`src/rtl/cfg_txn_pkg.sv`:
```
package cfg_txn_pkg;
  localparam int WORD_W     = 32;
  localparam int MAIN_OSC_N = 6;
  localparam logic [31:0] MAIN_VOLT_UV = 32'd3300000;

  typedef struct packed {
    logic        start;
    logic        wnr;
    logic [3:0]  ctl_id;
    logic [5:0]  func;
    logic [1:0]  rsvd;
    logic [1:0]  site;
    logic [3:0]  pos;
    logic [11:0] dev;
  } cfg_cmd_t;

  localparam logic [5:0] FN_OSC      = 6'd1;
  localparam logic [5:0] FN_VOLT     = 6'd2;
  localparam logic [5:0] FN_VIDSEL   = 6'd7;
  localparam logic [5:0] FN_SHUT     = 6'd8;
  localparam logic [5:0] FN_REBOOT   = 6'd9;
  localparam logic [5:0] FN_DISPMODE = 6'd11;

  localparam logic [1:0] SITE_MAIN = 2'd0;
  localparam logic [1:0] SITE_AUX  = 2'd1;

  function automatic logic [31:0] main_osc_init(int idx);
    case (idx)
      0:       return 32'd50000000;
      1:       return 32'd23750000;
      default: return 32'd24000000;
    endcase
  endfunction
endpackage

```
`src/rtl/cfg_osc_bank.sv`:
```
module cfg_osc_bank
  import cfg_txn_pkg::*;
#(
  parameter int NUM_AUX_OSC = 2,
  parameter logic [NUM_AUX_OSC*32-1:0] AUX_OSC_INIT = {32'd27000000, 32'd25000000},
  localparam int DEPTH = MAIN_OSC_N + NUM_AUX_OSC,
  localparam int IDX_W = $clog2(DEPTH)
) (
  input  logic             clk,
  input  logic             rst,
  input  logic             we,
  input  logic [IDX_W-1:0] idx,
  input  logic [31:0]      wval,
  output logic [31:0]      rval
);
  function automatic logic [DEPTH*32-1:0] build_init();
    logic [DEPTH*32-1:0] v;
    v = '0;
    for (int i = 0; i < DEPTH; i++) begin
      if (i < MAIN_OSC_N) v[i*32 +: 32] = main_osc_init(i);
      else                v[i*32 +: 32] = AUX_OSC_INIT[(i-MAIN_OSC_N)*32 +: 32];
    end
    return v;
  endfunction

  localparam logic [DEPTH*32-1:0] INIT_VEC = build_init();

  logic [31:0] mem [DEPTH];
  logic        idx_ok;

  assign idx_ok = ({1'b0, idx} < (IDX_W+1)'(DEPTH));

  always_ff @(posedge clk) begin
    if (rst) begin
      for (int i = 0; i < DEPTH; i++) mem[i] <= INIT_VEC[i*32 +: 32];
    end else if (we && idx_ok) begin
      mem[idx] <= wval;
    end
  end

  always_comb begin
    rval = '0;
    if (idx_ok) rval = mem[idx];
  end
endmodule

```
`src/rtl/cfg_txn_decode.sv`:
```
module cfg_txn_decode
  import cfg_txn_pkg::*;
#(
  parameter int NUM_AUX_OSC  = 2,
  parameter int NUM_AUX_VOLT = 2,
  parameter logic [NUM_AUX_VOLT*32-1:0] AUX_VOLT_TABLE = {32'd1000000, 32'd900000},
  localparam int DEPTH = MAIN_OSC_N + NUM_AUX_OSC,
  localparam int IDX_W = $clog2(DEPTH)
) (
  input  logic             wnr,
  input  logic [3:0]       ctl_id,
  input  logic [5:0]       func,
  input  logic [1:0]       site,
  input  logic [3:0]       pos,
  input  logic [11:0]      dev,
  input  logic [31:0]      osc_val,
  output logic [IDX_W-1:0] osc_idx,
  output logic             ok,
  output logic             osc_we,
  output logic             shut_hit,
  output logic             reboot_hit,
  output logic [31:0]      rd_val
);
  logic        route_ok, on_main, on_aux, main_dev0;
  logic        osc_range, volt_range;
  logic [11:0] flat_idx;
  logic [31:0] aux_volt;

  assign on_main   = (site == SITE_MAIN);
  assign on_aux    = (site == SITE_AUX);
  assign route_ok  = (ctl_id == 4'd0) && (pos == 4'd0) && (on_main || on_aux);
  assign main_dev0 = on_main && (dev == 12'd0);

  assign osc_range  = on_main ? (dev < 12'(MAIN_OSC_N)) : (dev < 12'(NUM_AUX_OSC));
  assign volt_range = on_main ? (dev == 12'd0) : (dev < 12'(NUM_AUX_VOLT));
  assign flat_idx   = on_main ? dev : dev + 12'(MAIN_OSC_N);
  assign osc_idx    = flat_idx[IDX_W-1:0];

  always_comb begin
    aux_volt = '0;
    for (int i = 0; i < NUM_AUX_VOLT; i++) begin
      if (dev == 12'(i)) aux_volt = AUX_VOLT_TABLE[i*32 +: 32];
    end
  end

  always_comb begin
    ok         = 1'b0;
    osc_we     = 1'b0;
    shut_hit   = 1'b0;
    reboot_hit = 1'b0;
    rd_val     = '0;
    case (func)
      FN_OSC: begin
        ok     = route_ok && osc_range;
        osc_we = ok && wnr;
        rd_val = osc_val;
      end
      FN_VOLT: begin
        ok     = route_ok && !wnr && volt_range;
        rd_val = on_main ? MAIN_VOLT_UV : aux_volt;
      end
      FN_VIDSEL, FN_DISPMODE: begin
        ok = route_ok && wnr && main_dev0;
      end
      FN_SHUT: begin
        ok       = route_ok && wnr && main_dev0;
        shut_hit = ok;
      end
      FN_REBOOT: begin
        ok         = route_ok && wnr && main_dev0;
        reboot_hit = ok;
      end
      default: ok = 1'b0;
    endcase
  end
endmodule

```
`src/rtl/cfg_txn_ctrl.sv`:
```
module cfg_txn_ctrl
  import cfg_txn_pkg::*;
#(
  parameter int ADDR_W       = 12,
  parameter logic [ADDR_W-1:0] DATA_OFF = 12'h0A0,
  parameter logic [ADDR_W-1:0] CTRL_OFF = 12'h0A4,
  parameter logic [ADDR_W-1:0] STAT_OFF = 12'h0A8,
  parameter int NUM_AUX_OSC  = 2,
  parameter int NUM_AUX_VOLT = 2,
  parameter logic [NUM_AUX_OSC*32-1:0]  AUX_OSC_INIT   = {32'd27000000, 32'd25000000},
  parameter logic [NUM_AUX_VOLT*32-1:0] AUX_VOLT_TABLE = {32'd1000000, 32'd900000}
) (
  input  logic              clk,
  input  logic              rst,
  input  logic              wr_en,
  input  logic              rd_en,
  input  logic [ADDR_W-1:0] addr,
  input  logic [31:0]       wdata,
  output logic [31:0]       rdata,
  output logic              shutdown_req,
  output logic              reboot_req
);
  localparam int DEPTH = MAIN_OSC_N + NUM_AUX_OSC;
  localparam int IDX_W = $clog2(DEPTH);

  cfg_cmd_t         cmd, ctrl_nxt;
  logic [31:0]      ctrl_q, data_q;
  logic [1:0]       stat_q;
  logic             launch;
  logic [IDX_W-1:0] osc_idx;
  logic             ok, osc_we, shut_hit, reboot_hit;
  logic [31:0]      rd_val, osc_val;

  assign cmd    = cfg_cmd_t'(wdata);
  assign launch = wr_en && (addr == CTRL_OFF) && cmd.start;

  always_comb begin
    ctrl_nxt       = cmd;
    ctrl_nxt.start = 1'b0;
    ctrl_nxt.rsvd  = 2'b00;
  end

  cfg_txn_decode #(
    .NUM_AUX_OSC   (NUM_AUX_OSC),
    .NUM_AUX_VOLT  (NUM_AUX_VOLT),
    .AUX_VOLT_TABLE(AUX_VOLT_TABLE)
  ) u_dec (
    .wnr       (cmd.wnr),
    .ctl_id    (cmd.ctl_id),
    .func      (cmd.func),
    .site      (cmd.site),
    .pos       (cmd.pos),
    .dev       (cmd.dev),
    .osc_val   (osc_val),
    .osc_idx   (osc_idx),
    .ok        (ok),
    .osc_we    (osc_we),
    .shut_hit  (shut_hit),
    .reboot_hit(reboot_hit),
    .rd_val    (rd_val)
  );

  cfg_osc_bank #(
    .NUM_AUX_OSC (NUM_AUX_OSC),
    .AUX_OSC_INIT(AUX_OSC_INIT)
  ) u_bank (
    .clk (clk),
    .rst (rst),
    .we  (launch && osc_we),
    .idx (osc_idx),
    .wval(data_q),
    .rval(osc_val)
  );

  always_ff @(posedge clk) begin
    if (rst) begin
      ctrl_q       <= '0;
      data_q       <= '0;
      stat_q       <= '0;
      shutdown_req <= 1'b0;
      reboot_req   <= 1'b0;
    end else begin
      shutdown_req <= launch && shut_hit;
      reboot_req   <= launch && reboot_hit;
      if (wr_en) begin
        if (addr == DATA_OFF) data_q <= wdata;
        if (addr == STAT_OFF) stat_q <= wdata[1:0];
        if (addr == CTRL_OFF) begin
          ctrl_q <= ctrl_nxt;
          if (cmd.start) begin
            stat_q <= {~ok, 1'b1};
            if (ok && !cmd.wnr) data_q <= rd_val;
          end
        end
      end
    end
  end

  always_ff @(posedge clk) begin
    if (rst) begin
      rdata <= '0;
    end else if (rd_en) begin
      if (addr == DATA_OFF)      rdata <= data_q;
      else if (addr == CTRL_OFF) rdata <= ctrl_q;
      else if (addr == STAT_OFF) rdata <= {30'd0, stat_q};
      else                       rdata <= '0;
    end
  end
endmodule

```
`config.mk`:
```
export PLATFORM = sky130hd
export DESIGN_NAME = cfg_txn_ctrl
export DESIGN_NICKNAME = d
export VERILOG_FILES = /design/src/rtl/cfg_txn_pkg.sv /design/src/rtl/cfg_osc_bank.sv /design/src/rtl/cfg_txn_decode.sv /design/src/rtl/cfg_txn_ctrl.sv
export SDC_FILE = /design/constraint.sdc
export NUM_CORES = 1
export LEC_CHECK = 0
export BUFFER_PORTS_ARGS = -buffer_cell sky130_fd_sc_hd__buf_2
export CAP_MARGIN = 10
export CELL_PAD_IN_SITES_DETAIL_PLACEMENT = 0
export CELL_PAD_IN_SITES_GLOBAL_PLACEMENT = 2
export CORE_ASPECT_RATIO = 0.9
export CORE_UTILIZATION = 38
export DETAILED_ROUTE_END_ITERATION = 10
export GPL_ROUTABILITY_DRIVEN = 0
export PLACE_DENSITY = 0.74
export SKIP_CTS_REPAIR_TIMING = 1
export SYNTH_ARGS = -nofsm -noshare
export SYNTH_HDL_FRONTEND = slang
export SYNTH_SLANG_ARGS = --single-unit
```
`constraint.sdc`:
```
create_clock -name clk -period 4.3 [get_ports clk]
set_clock_uncertainty 0.05 [all_clocks]
set_input_delay 0.43 -clock clk [delete_from_list [all_inputs] [get_ports clk]]
set_output_delay 0.43 -clock clk [all_outputs]
set_load 0.01 [all_outputs]
```
==> results of run 1 <==
-- kinds of logic (layout without fill, tap and decap cells) --
group                  after synthesis  after routing  share of synthesized area
AND/OR/NAND/NOR                    524            524                     0.1860
flip-flops                         353            353                     0.5882
AO/OA/AOI/OAI                      277            277                     0.1123
buffers and inverters              124            202                    0.03401
multiplexers                        89             89                    0.07942
-- report_power, final --
| group | switching (mW) | total (mW) | internal, mW | leakage (nW) |
|---|---|---|---|---|
| Sequential | 0.0321 | 3.78 | 3.75 | 3.40 |
| Combinational | 0.318 | 0.496 | 0.178 | 2.43 |
| Clock | 1.34 | 3.32 | 1.98 | 0.620 |
| Total | 1.69 | 7.59 | 5.90 | 6.45 |
-- synthesized netlist by cell type (5+ instances only) --
cell type  instances  share of area
mux2_2            37          0.025
nor2_1            57          0.013
or3_1             82          0.031
clkbuf_1          63          0.014
nand2b_1          32          0.012
clkbuf_2          12         0.0037
nand2_1           70          0.016
nand4_1            5         0.0019
a21oi_1           63          0.019
nor2_2             5         0.0019
inv_1              6         0.0014
a211oi_1          56          0.026
nor4_1            11         0.0042
o21ai_0           39          0.012
mux4_2            29          0.040
edfxtp_1         256           0.47
dfxtp_1           97           0.12
nor2b_1           27          0.010
nand3_1           14         0.0043
and3_1             8         0.0031
nor3_1            19         0.0058
and2_1           168          0.064
a22oi_1           30          0.014
o21a_1            18         0.0083
buf_2             34          0.010
o211ai_1           5         0.0023
o22ai_1           30          0.011
mux2i_1           23          0.014
-- cells in the final DEF (no fill, tap or decap), drive strengths merged, types with 6 or more instances in the layout --
| master | n |
|---|---|
| a21oi | 63 |
| inv | 7 |
| and3 | 8 |
| mux2 | 37 |
| nor3 | 21 |
| o22ai | 30 |
| buf | 127 |
| nand4 | 7 |
| mux2i | 23 |
| mux4 | 29 |
| a22oi | 30 |
| nand2b | 32 |
| edfxtp | 256 |
| nor4 | 14 |
| nand2 | 70 |
| o21a | 18 |
| clkinv | 6 |
| nor2 | 63 |
| nor2b | 27 |
| and2 | 168 |
| o21ai | 42 |
| clkbuf | 60 |
| or3 | 82 |
| nand3 | 14 |
| a211oi | 56 |
| dfxtp | 97 |
-- layout make-up --
type	count	area (um^2)
Fill cell	3924	23410
Sequential cell	353	9629
Multi-Input combinational cell	890	6287
Clock buffer	60	1161
Timing Repair Buffer	127	819.5
Tap cell	547	684.4
Clock inverter	9	93.84
Inverter	6	22.52
-- per-stage QoR --
| stage | total power, mW | instances | util | hold WS, ns |
|---|---|---|---|---|
| 6_report | 7.591 | 1992 | 0.4440 | 0.1169 |
| 5_1_grt | 7.835 | 1992 | 0.4440 | 0.09954 |
| 4_1_cts | 7.656 | 1992 | 0.4440 | 0.09049 |
| 3_5_place_dp | 4.349 | 1923 | 0.4142 | 0.3960 |
| 3_3_place_gp | 4.343 | 1923 | 0.4142 | 0.3880 |
| 2_1_floorplan | 4.141 | 1367 | - | 0.3815 |
-- how the worst min path moves through the flow --
stage	from	end	slack, ns	cells after the start
2_1_floorplan	ctrl_q[0]	ctrl_q[0]	0.38	2
3_3_place_gp	ctrl_q[20]	ctrl_q[20]	0.39	2
3_5_place_dp	ctrl_q[27]	ctrl_q[27]	0.40	2
4_1_cts	wdata[20]	shutdown_req	0.09	2
5_1_grt	wdata[20]	shutdown_req	0.1	2
6_report	wdata[20]	shutdown_req	0.12	2
-- routing by layer --
metal  part of all wire  GRT usage  vias to the layer above  routed length (um)
met5                  0          0                        -                   0
met1               0.45     0.3194                     5733               21880
met2               0.47     0.3561                      297               22910
li1                   -          -                     5208                   -
met3              0.054    0.03379                       59                2615
met4              0.022    0.05936                        0                1049
-- sequential cells by signal (all words and copies together) (netlist names) --
name          flops
ctrl_q           29
data_q           32
rdata            32
reboot_req        1
shutdown_req      1
stat_q            2
u_bank.mem      256
-- worst register-to-register path, stage by stage (launching register included) --
cell and delay, ns:
edfxtp_1 0.37, mux4_2 0.52, a21o_1 0.20, o2111ai_1 0.11, a21oi_1 0.10, nor3_1 0.20
nor3_1 0.06
==> qor.txt, run 1 <==
outcome: complete, no violations
WP data arrival: 3.67 ns
most used cell, CP: buf_4
clk_lat worst skew: 0.54 ns
CTS tree: built
initial drt markers: 913
worst min path class: input pin to flip-flop
FMAX: 0.3033 GHz
Clk pin slew, worst setup/hold paths: 0.06 ns
WP depth: 9
cell row count: 71
Worst setup SP type: input pin
DRC viols: 0
worst path cell trace: buf_2, buf_4, nor4_2, nand4_1, a21oi_1, o2111a_1, buf_4, o211ai_1, o211a_1
Final Hold Viols: 0
slowest stage cell, crit path: o2111a_1
largest net degree at the start of global routing: 105
DRT antenna net count: 0
slowest stage delay, CP: 0.76 ns
power density cells: 406.0 mW/mm^2
Critical Path Fanout Max: 18
IO buf count: 81
drt total wl: 48.46 mm
grt ovf: 0
Max IR drop VDD: 0.2557 mV
R2R Path End: data_q[8]
Synth Net Count: 1415
drt wl/cell: 24.33 um
sequential area share after synthesis: 0.5882
# H-tree levels: 2
FF+latch count, synth: 353
Root Buffer: clkbuf_16
minimum clock period: 3.297 ns
fin crit share: 0.7667
crit path kind: input pin to flip-flop
worst path bufs/invs: 3
RSZ-0062 raised after global routing: no
Cell Area, Synth: 0.01637 mm^2
R2R Path Start: u_bank.mem[4][8]
via count: 11300
final net count: 1464
total track usage: 0.2246
final HPWL from detailed placement: 31.31 mm
Slew @ Worst Pin: 1.253 ns
number of max-cap violations: 0
R2R Setup Slk: 2.59 ns
Max Slew Vio Count: 0
cell area after placement: 0.01744 mm^2
Pleak: 6.454 nW
post-route setup slack: 1.003 ns
Die X: 220.8 um
ratio of cells with drive above 1 in the final layout: 0.1952
Layout area overhead: 14.22%
number of synthesized flops with an enable pin: 256
CTS buffer count: 38
ant diodes: 0
pre-CTS setup slack: 0.5247 ns
Worst Setup SP: wdata[1]
via/cell ratio: 5.671
first-pass GRT wire length: 72.34 mm
crit path to: data_q[16]
vias in the first global route: 11160
Final Setup Violations: 0
Max-Slew Margin vs Limit: 0.1635
core box area: 0.04211 mm^2
Yosys Warn Count: 0
I/O Pins: 82
prevailing post-synth register cell: edfxtp_1
Async SR Flop Fraction: 0
Cell variety after synth: 68
Die Y: 198.9 um
Sink Count: 353
initial antenna violation count: 2
synthesized instance count: 1367
Synth Area per Inst: 11.97 um^2
Detailed Routing Iterations Pass 1: 5
Die ar.: 0.04391 mm^2
Setup crit end kind: flip-flop
required time worst endpoint: 4.67 ns
critical path's top delay family: compound AO/OA/AOI/OAI gates
clock buffer depth: 3
Setup TNS: 0 ns
post-route cell area: 0.01870 mm^2
R2R cell count: 6
initial core utilization: 0.3888
No activity file was read; power rests on OpenSTA's default activity.
==> run 2, diff against run 1 <==
--- a/config.mk
+++ b/config.mk
@@ -10,10 +10,10 @@
 export CELL_PAD_IN_SITES_DETAIL_PLACEMENT = 0
 export CELL_PAD_IN_SITES_GLOBAL_PLACEMENT = 2
 export CORE_ASPECT_RATIO = 0.9
-export CORE_UTILIZATION = 38
+export CORE_UTILIZATION = 42
 export DETAILED_ROUTE_END_ITERATION = 10
 export GPL_ROUTABILITY_DRIVEN = 0
-export PLACE_DENSITY = 0.74
+export PLACE_DENSITY = 0.78
 export SKIP_CTS_REPAIR_TIMING = 1
 export SYNTH_ARGS = -nofsm -noshare
 export SYNTH_HDL_FRONTEND = slang
==> constraint.sdc (replaced) <==
create_clock -name clk -period 3.34 [get_ports clk]
set_clock_uncertainty 0.05 [all_clocks]
set_input_delay 0.334 -clock clk [delete_from_list [all_inputs] [get_ports clk]]
set_output_delay 0.334 -clock clk [all_outputs]
set_load 0.01 [all_outputs]
==> run 2 against run 1 <==
Compared with the run above:
- worst setup slack lost 0.040 ns
- clock power up 28%
- via count grew 2.0%
- first-iteration DRC count up 0.33%
- hold slack worse by 0.12 ns
- register-to-register slack lost 1.1 ns
- final cell count increased by 0.45%
- design area grew 1.2%
- combinational power rose by 32%
- global-route usage grew 1.7 points
==> qor.txt, run 2 (same netlist as run 1, synthesis figures left out) <==
commonest non-fill, non-tap cell in the layout: edfxtp_1
ratio of cells with drive above 1 in the final layout: 0.2088 (+0.01366)
register with the most flip-flops: u_bank.mem
Clk pin slew, worst setup/hold paths: 0.06 ns (about the same)
cell row count: 68 (-4.2%)
Sw Share: 0.2277 (+0.004725)
WP data arrival: 2.56 ns (-1.11 ns)
largest net degree at the start of global routing: 78 (-26%)
Pleak: 6.597 nW (+2.2%)
first-pass GRT wire length: 71.66 mm (-0.94%)
RSZ-0062 raised after global routing: no
Root Buffer: clkbuf_16
I/O Pins: 82 (unchanged)
commonest non-fill, non-tap cells in the layout: 256 x edfxtp_1, 168 x and2_1, 97 x dfxtp_1, 82 x or3_1, 80 x buf_2
Die Y: 189.3 um (-4.8%)
fin crit share: 0.7116
clock buffer depth: 3 (unchanged)
clk_lat worst skew: 0.54 ns (about the same)
Setup crit end kind: flip-flop
Min-Delay Path Depth: 3 (+1)
power density cells: 516.8 mW/mm^2 (+27%)
Slew @ Worst Pin: 1.065 ns (-0.1888 ns)
grt ovf: 0 (unchanged)
Die X: 210.1 um (-4.8%)
outcome: complete, no violations
CTS buffer count: 40 (+5.3%)
crit path kind: input pin to flip-flop
Worst setup SP type: input pin
initial antenna violation count: 1 (-1)
DRT antenna net count: 0 (unchanged)
# H-tree levels: 2 (unchanged)
number of max-cap violations: 0 (unchanged)
worst min path class: input pin to flip-flop
Die ar.: 0.03977 mm^2 (-9.4%)
R2R cell count: 5 (-1)
internal power: 7.554 mW (+28%)
pre-CTS setup slack: 0.3821 ns (-0.1426 ns)
cell area after placement: 0.01767 mm^2 (+1.3%)
initial core utilization: 0.4266 (+0.03785)
DRC viols: 0 (unchanged)
Critical Path Fanout Max: 39 (+21)
final HPWL from detailed placement: 31.63 mm (+1.0%)
sequential share of power: 0.497 (about the same)
Max-Slew Margin vs Limit: 0.2903 (+0.1268)
IO buf count: 81 (unchanged)
Detailed Routing Iterations Pass 1: 8 (+3)
post-route cell area: 0.01893 mm^2 (+1.2%)
via count: 11530 (+2.0%)
required time worst endpoint: 3.53 ns (-1.14 ns)
total track usage: 0.2416 (+0.01704)
CTS tree: built
hold slack: 0.001113 ns (-0.1158 ns)
Final Setup Violations: 0 (unchanged)
vias in the first global route: 11220 (+0.52%)
via/cell ratio: 5.761 (+1.6%)
Max IR drop VDD: 0.3382 mV (+32%)
Placed Cells incl. Taps: 1927 (+0.21%)
post-route setup slack: 0.9634 ns (-0.03972 ns)
final net count: 1492 (+1.9%)
FMAX: 0.4208 GHz
drt wl/cell: 23.92 um (-1.7%)
drt total wl: 47.86 mm (-1.2%)
Clock power frac: 0.436 (about the same)
switching pwr: 2.227 mW (+32%)
power share of the combinational group: 0.067 (+0.002)
Layout Cells excl Fill: 2001 (+0.45%)
Final Hold Viols: 0 (unchanged)
minimum clock period: 2.377 ns
core box area: 0.03837 mm^2 (-8.9%)
Top Registers: u_bank.mem: 256 flops, data_q: 32 flops, rdata: 32 flops
Largest register FFs: 256 (unchanged)
Layout area overhead: 15.62%
Max Slew Vio Count: 0 (unchanged)
initial drt markers: 916 (+0.33%)
Sink Count: 353 (unchanged)
run 2: cell types whose count changed in the layout (fill, tap and decap cells not counted), moves of 2 or more:
cell        previous run  this run
clkbuf_2               3         0
buf_4                 41        62
clkbuf_8               6         0
clkinv_1               4         8
buf_12                 5        10
clkinvlp_2             0         2
clkinv_2               2         5
clkinvlp_4             0         2
run 2: path summary, 6_finish.rpt:
kind	startpoint	to	slack [ns]
worst max register to register	u_bank.mem[1][6]	data_q[6]	1.51
worst min register to register	ctrl_q[21]	ctrl_q[21]	0.40
worst max-delay path	wdata[7]	u_bank.mem[0][28]	0.96
worst min-delay path	wdata[18]	data_q[18]	0.001
run 2: area by class of cell:
class / instances / area, um^2
Fill cell: 3466 / 19440
Sequential cell: 353 / 9629
Multi-Input combinational cell: 890 / 6287
Timing Repair Buffer: 153 / 1077
Clock buffer: 51 / 1064
Tap cell: 525 / 656.9
Clock inverter: 22 / 187.7
Inverter: 6 / 22.52
Antenna cell: 1 / 2.502
run 2: through the flow:
stage	TNS, ns	util	power (mW)
floorplan	-25.57	-	5.328
global placement	0	0.4606	5.604
detailed placement	0	0.4606	5.613
CTS	0	0.4932	9.846
global route	0	0.4932	10.06
finish	0	0.4933	9.781
run 2: worst max-delay path, stage by stage:
cell and delay [ns]:
buf_2 0.12, nor4_1 0.41, nand3_1 0.25, nor3_1 0.34, nand4_1 0.14, buf_4 0.33, nor3_4 0.20, or2_2 0.18
buf_4 0.23
run 2: power by group through the flow:
stage | logic [mW] | clock network [mW] | registers (mW)
global placement | 0.651 | 0 | 4.95
floorplan | 0.375 | 0 | 4.95
finish | 0.655 | 4.26 | 4.87
CTS | 0.658 | 4.32 | 4.87
global route | 0.699 | 4.49 | 4.88
detailed placement | 0.656 | 0 | 4.96
run 2: layer usage:
metal | track usage | vias up | routed length [um]
li1 | - | 5264 | -
met1 | 0.3494 | 5850 | 22190
met2 | 0.3839 | 344 | 22210
met3 | 0.02720 | 69 | 2427
met4 | 0.06794 | 0 | 1040
met5 | 0 | - | 0
